`config.mk`:
```
export PLATFORM = sky130hd
export DESIGN_NAME = nor_dev_ctrl
export DESIGN_NICKNAME = d
export VERILOG_FILES = /design/src/rtl/nor_dev_pkg.sv /design/src/rtl/nor_wake_timer.sv /design/src/rtl/nor_op_engine.sv /design/src/rtl/nor_word_array.sv /design/src/rtl/nor_dev_ctrl.sv
export SDC_FILE = /design/constraint.sdc
export NUM_CORES = 1
export LEC_CHECK = 0
export CORE_UTILIZATION = 47
export CTS_CLUSTER_SIZE = 12
export DETAILED_ROUTE_END_ITERATION = 10
export PLACE_DENSITY = 0.76
export SLEW_MARGIN = 20
export SYNTH_ARGS = -nofsm -noshare
export SYNTH_HDL_FRONTEND = slang
export SYNTH_SLANG_ARGS = --single-unit
```
`constraint.sdc`:
```
create_clock -name clk_i -period 3.1 [get_ports clk_i]
set_clock_uncertainty 0.2 [all_clocks]
set_input_delay 0.31 -clock clk_i [delete_from_list [all_inputs] [get_ports clk_i]]
set_output_delay 0.31 -clock clk_i [all_outputs]
set_load 0.02 [all_outputs]
```
`src/rtl/nor_dev_pkg.sv`:
```
package nor_dev_pkg;
  localparam logic [7:0] CMD_RD_ARRAY  = 8'hFF;
  localparam logic [7:0] CMD_RD_STATUS = 8'h70;
  localparam logic [7:0] CMD_PROG      = 8'h40;
  localparam logic [7:0] CMD_ERASE     = 8'h20;
  localparam logic [7:0] CMD_CONFIRM   = 8'hD0;
  localparam logic [7:0] CMD_SUSPEND   = 8'hB0;
  localparam logic [7:0] CMD_CLR_STS   = 8'h50;

  typedef enum logic {MODE_ARRAY, MODE_STATUS} rd_mode_e;
  typedef enum logic [1:0] {PEND_NONE, PEND_PROG, PEND_ERASE} pend_e;
  typedef enum logic {OP_PROG, OP_ERASE} op_kind_e;
endpackage

```
`src/rtl/nor_wake_timer.sv`:
```
module nor_wake_timer #(
  parameter int unsigned CYC = 4
) (
  input  logic clk_i,
  input  logic rst_ni,
  output logic ok_o
);
  localparam int unsigned CW = $clog2(CYC + 1);

  logic [CW-1:0] cnt_q;

  always_ff @(posedge clk_i or negedge rst_ni) begin
    if (!rst_ni)    cnt_q <= '0;
    else if (!ok_o) cnt_q <= cnt_q + 1'b1;
  end

  assign ok_o = (cnt_q == CW'(CYC));

  a_r3_ok_sticky: assert property (@(posedge clk_i) disable iff (!rst_ni)
    ok_o |=> ok_o);
endmodule

```
`src/rtl/nor_op_engine.sv`:
```
module nor_op_engine import nor_dev_pkg::*; #(
  parameter int unsigned ADDR_W    = 5,
  parameter int unsigned DATA_W    = 16,
  parameter int unsigned PROG_CYC  = 8,
  parameter int unsigned ERASE_CYC = 20
) (
  input  logic              clk_i,
  input  logic              rst_ni,
  input  logic              start_prog_i,
  input  logic              start_erase_i,
  input  logic [ADDR_W-1:0] addr_i,
  input  logic [DATA_W-1:0] wdata_i,
  input  logic              suspend_i,
  input  logic              resume_i,
  output logic              busy_o,
  output logic              run_o,
  output logic              susp_o,
  output op_kind_e          kind_o,
  output logic              done_prog_o,
  output logic              done_erase_o,
  output logic [ADDR_W-1:0] tgt_o,
  output logic [DATA_W-1:0] wdata_o
);
  localparam int unsigned MAX_CYC = (PROG_CYC > ERASE_CYC) ? PROG_CYC : ERASE_CYC;
  localparam int unsigned CW      = $clog2(MAX_CYC + 1);

  logic              busy_q, susp_q, done;
  op_kind_e          kind_q;
  logic [ADDR_W-1:0] tgt_q;
  logic [DATA_W-1:0] wd_q;
  logic [CW-1:0]     cnt_q, lim;

  assign lim  = (kind_q == OP_PROG) ? CW'(PROG_CYC - 1) : CW'(ERASE_CYC - 1);
  assign done = run_o && (cnt_q == lim);

  always_ff @(posedge clk_i or negedge rst_ni) begin
    if (!rst_ni) begin
      busy_q <= 1'b0;
      susp_q <= 1'b0;
      kind_q <= OP_PROG;
      tgt_q  <= '0;
      wd_q   <= '0;
      cnt_q  <= '0;
    end else if (start_prog_i || start_erase_i) begin
      busy_q <= 1'b1;
      susp_q <= 1'b0;
      kind_q <= start_erase_i ? OP_ERASE : OP_PROG;
      tgt_q  <= addr_i;
      wd_q   <= wdata_i;
      cnt_q  <= '0;
    end else if (done) begin
      busy_q <= 1'b0;
    end else if (suspend_i && run_o) begin
      susp_q <= 1'b1;
    end else if (resume_i && susp_q) begin
      susp_q <= 1'b0;
    end else if (run_o) begin
      cnt_q <= cnt_q + 1'b1;
    end
  end

  assign busy_o       = busy_q;
  assign run_o        = busy_q && !susp_q;
  assign susp_o       = susp_q;
  assign kind_o       = kind_q;
  assign done_prog_o  = done && (kind_q == OP_PROG);
  assign done_erase_o = done && (kind_q == OP_ERASE);
  assign tgt_o        = tgt_q;
  assign wdata_o      = wd_q;

  a_r8_susp_only_erase: assert property (@(posedge clk_i) disable iff (!rst_ni)
    susp_q |-> (busy_q && kind_q == OP_ERASE));
  a_r8_count_frozen: assert property (@(posedge clk_i) disable iff (!rst_ni)
    (susp_q && !resume_i) |=> $stable(cnt_q));
  a_r5_done_clears_busy: assert property (@(posedge clk_i) disable iff (!rst_ni)
    done |=> !busy_q);
  a_r5_target_stable: assert property (@(posedge clk_i) disable iff (!rst_ni)
    (busy_q && !start_prog_i && !start_erase_i) |=> $stable(tgt_q));
endmodule

```
`src/rtl/nor_word_array.sv`:
```
module nor_word_array #(
  parameter int unsigned ADDR_W = 5,
  parameter int unsigned DATA_W = 16,
  parameter int unsigned BLK_W  = 3
) (
  input  logic              clk_i,
  input  logic [ADDR_W-1:0] rd_addr_i,
  output logic [DATA_W-1:0] rd_data_o,
  output logic              rd_inv_o,
  input  logic              mark_prog_i,
  input  logic              mark_erase_i,
  input  logic [ADDR_W-1:0] mark_addr_i,
  input  logic              commit_prog_i,
  input  logic              commit_erase_i,
  input  logic [ADDR_W-1:0] commit_addr_i,
  input  logic [DATA_W-1:0] commit_data_i
);
  localparam int unsigned WORDS = 1 << ADDR_W;

  logic [DATA_W-1:0] mem_q [WORDS];
  logic [WORDS-1:0]  inv_q, mark_hit, prog_hit, erase_hit;

  for (genvar gi = 0; gi < WORDS; gi++) begin : g_hit
    localparam logic [ADDR_W-1:0] IA = ADDR_W'(gi);
    assign mark_hit[gi]  = (mark_prog_i && mark_addr_i == IA) ||
                           (mark_erase_i && mark_addr_i[ADDR_W-1:BLK_W] == IA[ADDR_W-1:BLK_W]);
    assign prog_hit[gi]  = commit_prog_i && commit_addr_i == IA;
    assign erase_hit[gi] = commit_erase_i &&
                           commit_addr_i[ADDR_W-1:BLK_W] == IA[ADDR_W-1:BLK_W];
  end

  // storage is nonvolatile: no reset
  always_ff @(posedge clk_i) begin
    for (int i = 0; i < WORDS; i++) begin
      if (erase_hit[i]) begin
        mem_q[i] <= '1;
        inv_q[i] <= 1'b0;
      end else if (prog_hit[i]) begin
        mem_q[i] <= mem_q[i] & commit_data_i;
        inv_q[i] <= 1'b0;
      end else if (mark_hit[i]) begin
        inv_q[i] <= 1'b1;
      end
    end
  end

  assign rd_data_o = mem_q[rd_addr_i];
  assign rd_inv_o  = inv_q[rd_addr_i];
endmodule

```
`src/rtl/nor_dev_ctrl.sv`:
```
module nor_dev_ctrl import nor_dev_pkg::*; #(
  parameter int unsigned ADDR_W      = 5,
  parameter int unsigned DATA_W      = 16,
  parameter int unsigned BLK_W       = 3,
  parameter int unsigned PROG_CYC    = 8,
  parameter int unsigned ERASE_CYC   = 20,
  parameter int unsigned RD_WAKE_CYC = 4,
  parameter int unsigned WR_WAKE_CYC = 10
) (
  input  logic              clk_i,
  input  logic              rst_ni,
  input  logic              ce_ni,
  input  logic              oe_ni,
  input  logic              we_ni,
  input  logic [ADDR_W-1:0] addr_i,
  input  logic [DATA_W-1:0] data_i,
  output logic [DATA_W-1:0] data_o,
  output logic              data_oe_o,
  output logic              data_invalid_o
);
  logic rd_ok, wr_ok;
  logic eng_busy, eng_run, eng_susp, done_prog, done_erase;
  op_kind_e          eng_kind;
  logic [ADDR_W-1:0] eng_tgt;
  logic [DATA_W-1:0] eng_wd, arr_rdata;
  logic              arr_inv;

  rd_mode_e mode_q;
  pend_e    pend_q;
  logic     perr_q, eerr_q;

  logic       wr, start_prog, start_erase, seq_err, susp_req, resume_req, prog_fail, show_sts;
  logic [7:0] cmd, sts;

  nor_wake_timer #(.CYC(RD_WAKE_CYC)) u_rd_wake (.clk_i, .rst_ni, .ok_o(rd_ok));
  nor_wake_timer #(.CYC(WR_WAKE_CYC)) u_wr_wake (.clk_i, .rst_ni, .ok_o(wr_ok));

  assign cmd         = data_i[7:0];
  assign wr          = !ce_ni && !we_ni && wr_ok;
  assign start_prog  = wr && !eng_busy && pend_q == PEND_PROG;
  assign start_erase = wr && !eng_busy && pend_q == PEND_ERASE && cmd == CMD_CONFIRM;
  assign seq_err     = wr && !eng_busy && pend_q == PEND_ERASE && cmd != CMD_CONFIRM;
  assign susp_req    = wr && eng_run && eng_kind == OP_ERASE && cmd == CMD_SUSPEND;
  assign resume_req  = wr && eng_susp && pend_q == PEND_NONE && cmd == CMD_CONFIRM;
  assign prog_fail   = start_prog && ((arr_rdata & data_i) != data_i);

  nor_op_engine #(
    .ADDR_W(ADDR_W), .DATA_W(DATA_W), .PROG_CYC(PROG_CYC), .ERASE_CYC(ERASE_CYC)
  ) u_engine (
    .clk_i, .rst_ni,
    .start_prog_i (start_prog),
    .start_erase_i(start_erase),
    .addr_i       (addr_i),
    .wdata_i      (data_i),
    .suspend_i    (susp_req),
    .resume_i     (resume_req),
    .busy_o       (eng_busy),
    .run_o        (eng_run),
    .susp_o       (eng_susp),
    .kind_o       (eng_kind),
    .done_prog_o  (done_prog),
    .done_erase_o (done_erase),
    .tgt_o        (eng_tgt),
    .wdata_o      (eng_wd)
  );

  nor_word_array #(.ADDR_W(ADDR_W), .DATA_W(DATA_W), .BLK_W(BLK_W)) u_array (
    .clk_i,
    .rd_addr_i     (addr_i),
    .rd_data_o     (arr_rdata),
    .rd_inv_o      (arr_inv),
    .mark_prog_i   (start_prog),
    .mark_erase_i  (start_erase),
    .mark_addr_i   (addr_i),
    .commit_prog_i (done_prog),
    .commit_erase_i(done_erase),
    .commit_addr_i (eng_tgt),
    .commit_data_i (eng_wd)
  );

  always_ff @(posedge clk_i or negedge rst_ni) begin
    if (!rst_ni) begin
      mode_q <= MODE_ARRAY;
      pend_q <= PEND_NONE;
      perr_q <= 1'b0;
      eerr_q <= 1'b0;
    end else if (wr && !eng_run) begin
      if (pend_q != PEND_NONE) begin
        pend_q <= PEND_NONE;
        mode_q <= MODE_STATUS;
        if (prog_fail) perr_q <= 1'b1;
        if (seq_err)   eerr_q <= 1'b1;
      end else begin
        case (cmd)
          CMD_RD_ARRAY:  mode_q <= MODE_ARRAY;
          CMD_RD_STATUS: mode_q <= MODE_STATUS;
          CMD_PROG:      if (!eng_susp) pend_q <= PEND_PROG;
          CMD_ERASE:     if (!eng_susp) pend_q <= PEND_ERASE;
          CMD_CLR_STS: begin
            perr_q <= 1'b0;
            eerr_q <= 1'b0;
          end
          CMD_CONFIRM:   if (eng_susp) mode_q <= MODE_STATUS;
          default: ;
        endcase
      end
    end
  end

  assign sts            = {!eng_run, eng_susp, eerr_q, perr_q, 4'b0000};
  assign show_sts       = eng_run || mode_q == MODE_STATUS;
  assign data_o         = show_sts ? DATA_W'(sts) : arr_rdata;
  assign data_oe_o      = !ce_ni && !oe_ni && rd_ok;
  assign data_invalid_o = data_oe_o && !show_sts && arr_inv;

  always_comb begin
    if (!rst_ni) a_r1_hiz_in_reset: assert (!data_oe_o);
  end

  a_r9_no_pending_while_run: assert property (@(posedge clk_i) disable iff (!rst_ni)
    eng_run |-> pend_q == PEND_NONE);
  a_r10_start_sets_busy: assert property (@(posedge clk_i) disable iff (!rst_ni)
    (start_prog || start_erase) |=> eng_busy);
  a_r8_resume_only_suspended: assert property (@(posedge clk_i) disable iff (!rst_ni)
    resume_req |=> !eng_susp);
endmodule

```
; ---- After elaboration in Yosys (flattened, before gate mapping)
; Memories as Yosys holds them, arrays and structs flattened.
; Cells that the tools add are included.
[classes]
n_addsub = 3
multipliers = 0
div = 0
magnitude_cmp = 1
eq_ne = 90
n_shift = 0
muxes = 236
bitwise = 66
n_reduce_logical = 212
[op_table]
columns = cell, n
row1 = $mux W16, 57
row2 = $and A16 B16 Y16, 33
row3 = $reduce_or A16 Y1, 24
row4 = $eq A5 B5 Y1 const B, 32
row5 = $mux W5, 30
row6 = $mux W1, 143
row7 = $logic_and A1 B1 Y1, 97
row8 = $eq A5 B4 Y1 const B, 16
row9 = $reduce_or A2 Y1, 32
row10 = $eq A5 B3 Y1 const B, 8
row11 = $logic_or A1 B1 Y1, 34
row12 = $or A1 B1 Y1, 32
row13 = $eq A8 B7 Y1 const B, 3
row14 = $eq A8 B8 Y1 const B, 3
row15 = $eq A5 B2 Y1 const B, 4
row16 = $ne A16 B16 Y1, 1
row17 = $eq A2 B2 Y1 const B, 5
row18 = $eq A5 B1 Y1 const B, 2
row19 = $logic_not A5 Y1, 2
row20 = $reduce_and A3 Y1, 3
row21 = $eq A8 B6 Y1 const B, 1
row22 = $ne A8 B8 Y1 const B, 1
row23 = $reduce_and A4 Y1, 2
row24 = $reduce_bool A2 Y1, 4
row25 = 22 further kinds, 39
[totals]
ff_bits = 73
latch_bits = 0
ramBits = 512
romBits = 0
input_bits = 26
out_inout_bits = 18
elab_cells = 653
memories = 1
[memory_table]
columns = memory, depth, word_bits, read_ports, rd_clocked_by_memory_dff, write_ports, line
row1 = u_array.mem_q, 32, 16, 33, 0, 8, nor_word_array.sv:20  ; logic [DATA_W-1:0] mem_q [WORDS];

; ---- Logic depth before layout (Yosys ltp)
[logic_depth]
depth_word = 13
mapped_depth = 12

; ---- Modules after synthesis
; From an unflattened synthesis, not the netlist that was laid out.
[unflattened]
cells_unflattened = 2379
hier_area_um2 = 28235.8
[modules_own_cells]
columns = mod, n_inst, cells_per_inst, area_each_um2, seq_area_each_um2
row1 = nor_word_array, 1, 2168, 25982.4, 16015.4
row2 = nor_op_engine, 1, 92, 1234.9, 725.7
row3 = nor_dev_ctrl, 1, 87, 651.9, 125.1
row4 = nor_wake_timer at u_wr_wake, 1, 18, 210.2, 100.1
row5 = nor_wake_timer at u_rd_wake, 1, 14, 156.4, 75.1

; ---- Worst setup path after synthesis
; No wires, ideal clock.
[synth_path]
path_type = register to register
from = register u_engine.cnt_q[0]
to = memory u_array.mem_q[24][0], enable pin
t_arrival_ns = 2.709
slack_ns = -0.226
stages_incl_launch_ff = 8
n_path_buf = 1
synth_period_minus_slack_ns = 3.326
path_cell_list = dfrtp_1 ha_1 and4bb_1 and2_1 nand2_1 or2_1 clkbuf_1 o31ai_1
[synth_lines]
columns = item, line
row1 = "start, declared", nor_op_engine.sv:31  ; logic [CW-1:0] cnt_q, lim;
row2 = "start signal, assigned", nor_op_engine.sv:58  ; cnt_q <= cnt_q + 1'b1;
row3 = "end, declared", nor_word_array.sv:20

==> run_results.csv <==
group,metric,value,unit
synth,synthArstFlopShare,7.01,%
clock_tree,htree_levels,2,
drt,ant_nets,0,
drt,drc,17,
floorplan,initial_utilization,47.7,%
worst_setup_path,crit_start,"u_array.mem_q[11][7]",
placed_design,dp.cells,3160,
worst_setup_path,critPathKind,"register to output port",
global_route,track_usage,29.0,%
worst_setup_path,arrival,2800,ps
synth,yosys_register_bits,585,
synth,synth.distinct_cells,78,
clock_tree,cts_root_buf,"clkbuf_16",
power,clkPwrFrac,42.3,%
placed_design,gp_congestion,0.952,
synth,synth_top_area_share,54.5,%
synth,syn-num-nets,2288,
sta,hold_violations,0,
power,irDropWorstVdd,438,µV
clock_tree,path_clk_slew,60,ps
worst_setup_path,cp-start-kind,"register",
layout,n_antenna_cell,0,
drt,drt_iter0_drc,2899,
worst_setup_path,r2r_start,"u_wr_wake.cnt_q[0]",
global_route,grt_pass1_wl,130000,µm
sta,post-route-period-util,107,%
synth,synthTopCellsByArea,"edfxtp_1 (55%), nand2_1 (9.1%), mux4_2 (8.5%)",
drt,routed_wl,87500,µm
synth,synth_ff_type,"edfxtp_1",
power,power.internal,12.8,mW
synth,syn_area,0.0282,mm²
power,leakage,12.6,nW
status,status,"complete, but fails checks",
drt,vias,20700,
clock_tree,clock_sinks,585,
sta,finalSetupViolations,2,
worst_setup_path,critical_path_required,2590,ps
placed_design,hpwl,59100,µm
sta,rsz0062_at_grt,"yes",
drt,route.detailed.wl_per_inst,26.6,µm
power,share_seq_of_total_power,52.1,%
clock_tree,numCtsBuffers,60,
synth,synthTopCellsByCount,"nand2_1 (683), edfxtp_1 (512), a21o_1 (242)",
global_route,grt_antenna_before_repair,1,
sta,worst_pin_slew,951,ps
status,violations,"design-rule violations, negative setup slack",
layout,drive_gt1_share,23.4,%
placed_design,io_buffers,43,
synth,syn_inst,2257,
worst_setup_path,end_kind,"output port",
layout,final_nets,2505,
floorplan,core_area,0.0591,mm²
power,p_per_area,493,mW/mm²
global_route,grt_max_degree,42,
sta,drv_slew,0,
power,swShare,22.0,%
synth,avgSynthCellArea,12.5,µm²
layout,syn2layout_area_growth,18.0,%
clock_tree,cts_tree,"built",
sta,layout_setup_ws,-205,ps
clock_tree,clockBufferDepth,3,
min_path,min_path_type,"input port to asynchronous set/reset pin",
global_route,overflow,0,
power,p_comb_share,5.6,%
floorplan,die_h,247,µm
synth,synth_edf_count,512,
run,cap_violations,0,
sta,fmax,303,MHz
layout,final_core_util,56.3,%
power,p_switching,3.61,mW
global_route,grt_pass1_vias,20100,
synth,yosysSeqAreaShare,60.4,%
synth,synth.most_common_cell,"nand2_1",
clock_tree,clkLatencyLatePin,630,ps
layout,fin_cells,3290,
synth,synth_top_area_cell,"edfxtp_1",
worst_setup_path,crit_fanout,2,
synth,yosys_warnings,0,
drt,firstDrtPassIters,9,
floorplan,die_w,247,µm
floorplan,dieArea,0.0610,mm²
drt,vias_per_cell,6.29,
floorplan,rows,89,
floorplan,ios,44,
sta,max-slew-margin-rel,36.6,%
sta,fin_crit,3310,ps
-- placed cells by master (no fill, tap or decap), types with 22 or more instances in the layout --
cell         n
dfrtp_1     40
mux2i_1     44
dfxtp_1     32
clkbuf_1    22
clkbuf_16   60
buf_12      40
buf_4      251
nand3_1     31
a21oi_1     37
mux4_2     118
nand2_1    681
a21o_1     242
nor2_1      84
edfxtp_1   512
-- worst paths after layout --
path / end / slack [ps] / cells after the start
max: data_o[7] / -210 / 8
min: u_engine.susp_o / 20 / 2
max reg2reg: perr_q / 160 / 9
min reg2reg: u_array.inv_q[26] / 290 / 2
max in group asynchronous: u_engine.wdata_o[9] / 2260 / 2
min in group clk_i: u_engine.tgt_o[0] / 30 / 4
-- power by group through the flow --
stage | clock [mW] | combinational [mW] | sequential, mW
after floorplan | 0 | 0.497 | 8.68
after global placement | 0 | 0.856 | 8.71
after detailed placement | 0 | 0.865 | 8.72
after CTS | 6.98 | 0.875 | 8.55
after global routing | 7.27 | 0.956 | 8.56
final | 6.94 | 0.915 | 8.56
-- worst max-delay path: stages, from the launching register on --
cell and delay (ps):
edfxtp_1 410, mux4_2 540, a22o_1 210, a221oi_2 240, nor2_1 90, a311oi_1 300, buf_4 200, nor2_4 30
buf_6 140
-- cell families (layout without fill, tap and decap cells) --
family	after synthesis	count (layout)	synth area share [%]
muxes	186	186	12.2
and+or+nand+nor	899	899	13.3
buffers and inverters	182	442	3.64
DFF	585	585	60.4
xor gates and xnor gates	8	8	0.248
AOI/OAI and AO/OA	392	392	10.0
adders and majority gates	5	5	0.222
-- routing by layer --
metal | GRT usage [%] | vias up | wire [µm]
li1 | - | 8692 | -
met1 | 40.9 | 10300 | 33700
met2 | 43.7 | 1483 | 39500
met3 | 6.57 | 208 | 10700
met4 | 11.1 | 2 | 3630
met5 | 0 | - | 15
-- layout make-up --
cell class	instances	area (µm²)
clock inverters	21	215
repair buffers	330	3020
multi-input cells	1490	10400
clock buffers	84	1610
inverters	7	26.3
flip-flops and latches	585	17000
fillers	4571	25900
well taps	773	967
-- repair_timing --
action / in CTS / in global routing
hold buffers: 1 / 0
gates cloned: 0 / 0
pin swaps: 8 / 22
hold endpoints to repair: 41 / 0
setup buffers: 15 / 16
gates resized for setup: 95 / 47
endpoints found under the setup margin: 17 / 27
-- registers in the layout, indices dropped and copies added (netlist names) --
name / flops
u_engine.susp_o: 1
u_engine.tgt_o: 5
mode_q: 1
u_array.inv_q: 32
u_engine.kind_o: 1
u_engine.wdata_o: 16
u_engine.busy_o: 1
u_engine.cnt_q: 5
u_array.mem_q: 512
pend_q: 2
perr_q: 1
u_wr_wake.cnt_q: 4
eerr_q: 1
u_rd_wake.cnt_q: 3
-- stage by stage --
step	TNS, ps	worst slack [ps]	power (mW)	hold slack, ps	instance area, µm²
finish	-238	-205	16.4	17.7	33300
global route	-426	-290	16.8	43.9	33300
CTS	-213	-149	16.4	3.84	33100
detailed placement	-3410	-306	9.58	271	31100
floorplan	-6850	-142	9.18	-186	28200
global placement	-3110	-281	9.57	261	31100
No activity file was read; power rests on OpenSTA's default activity.
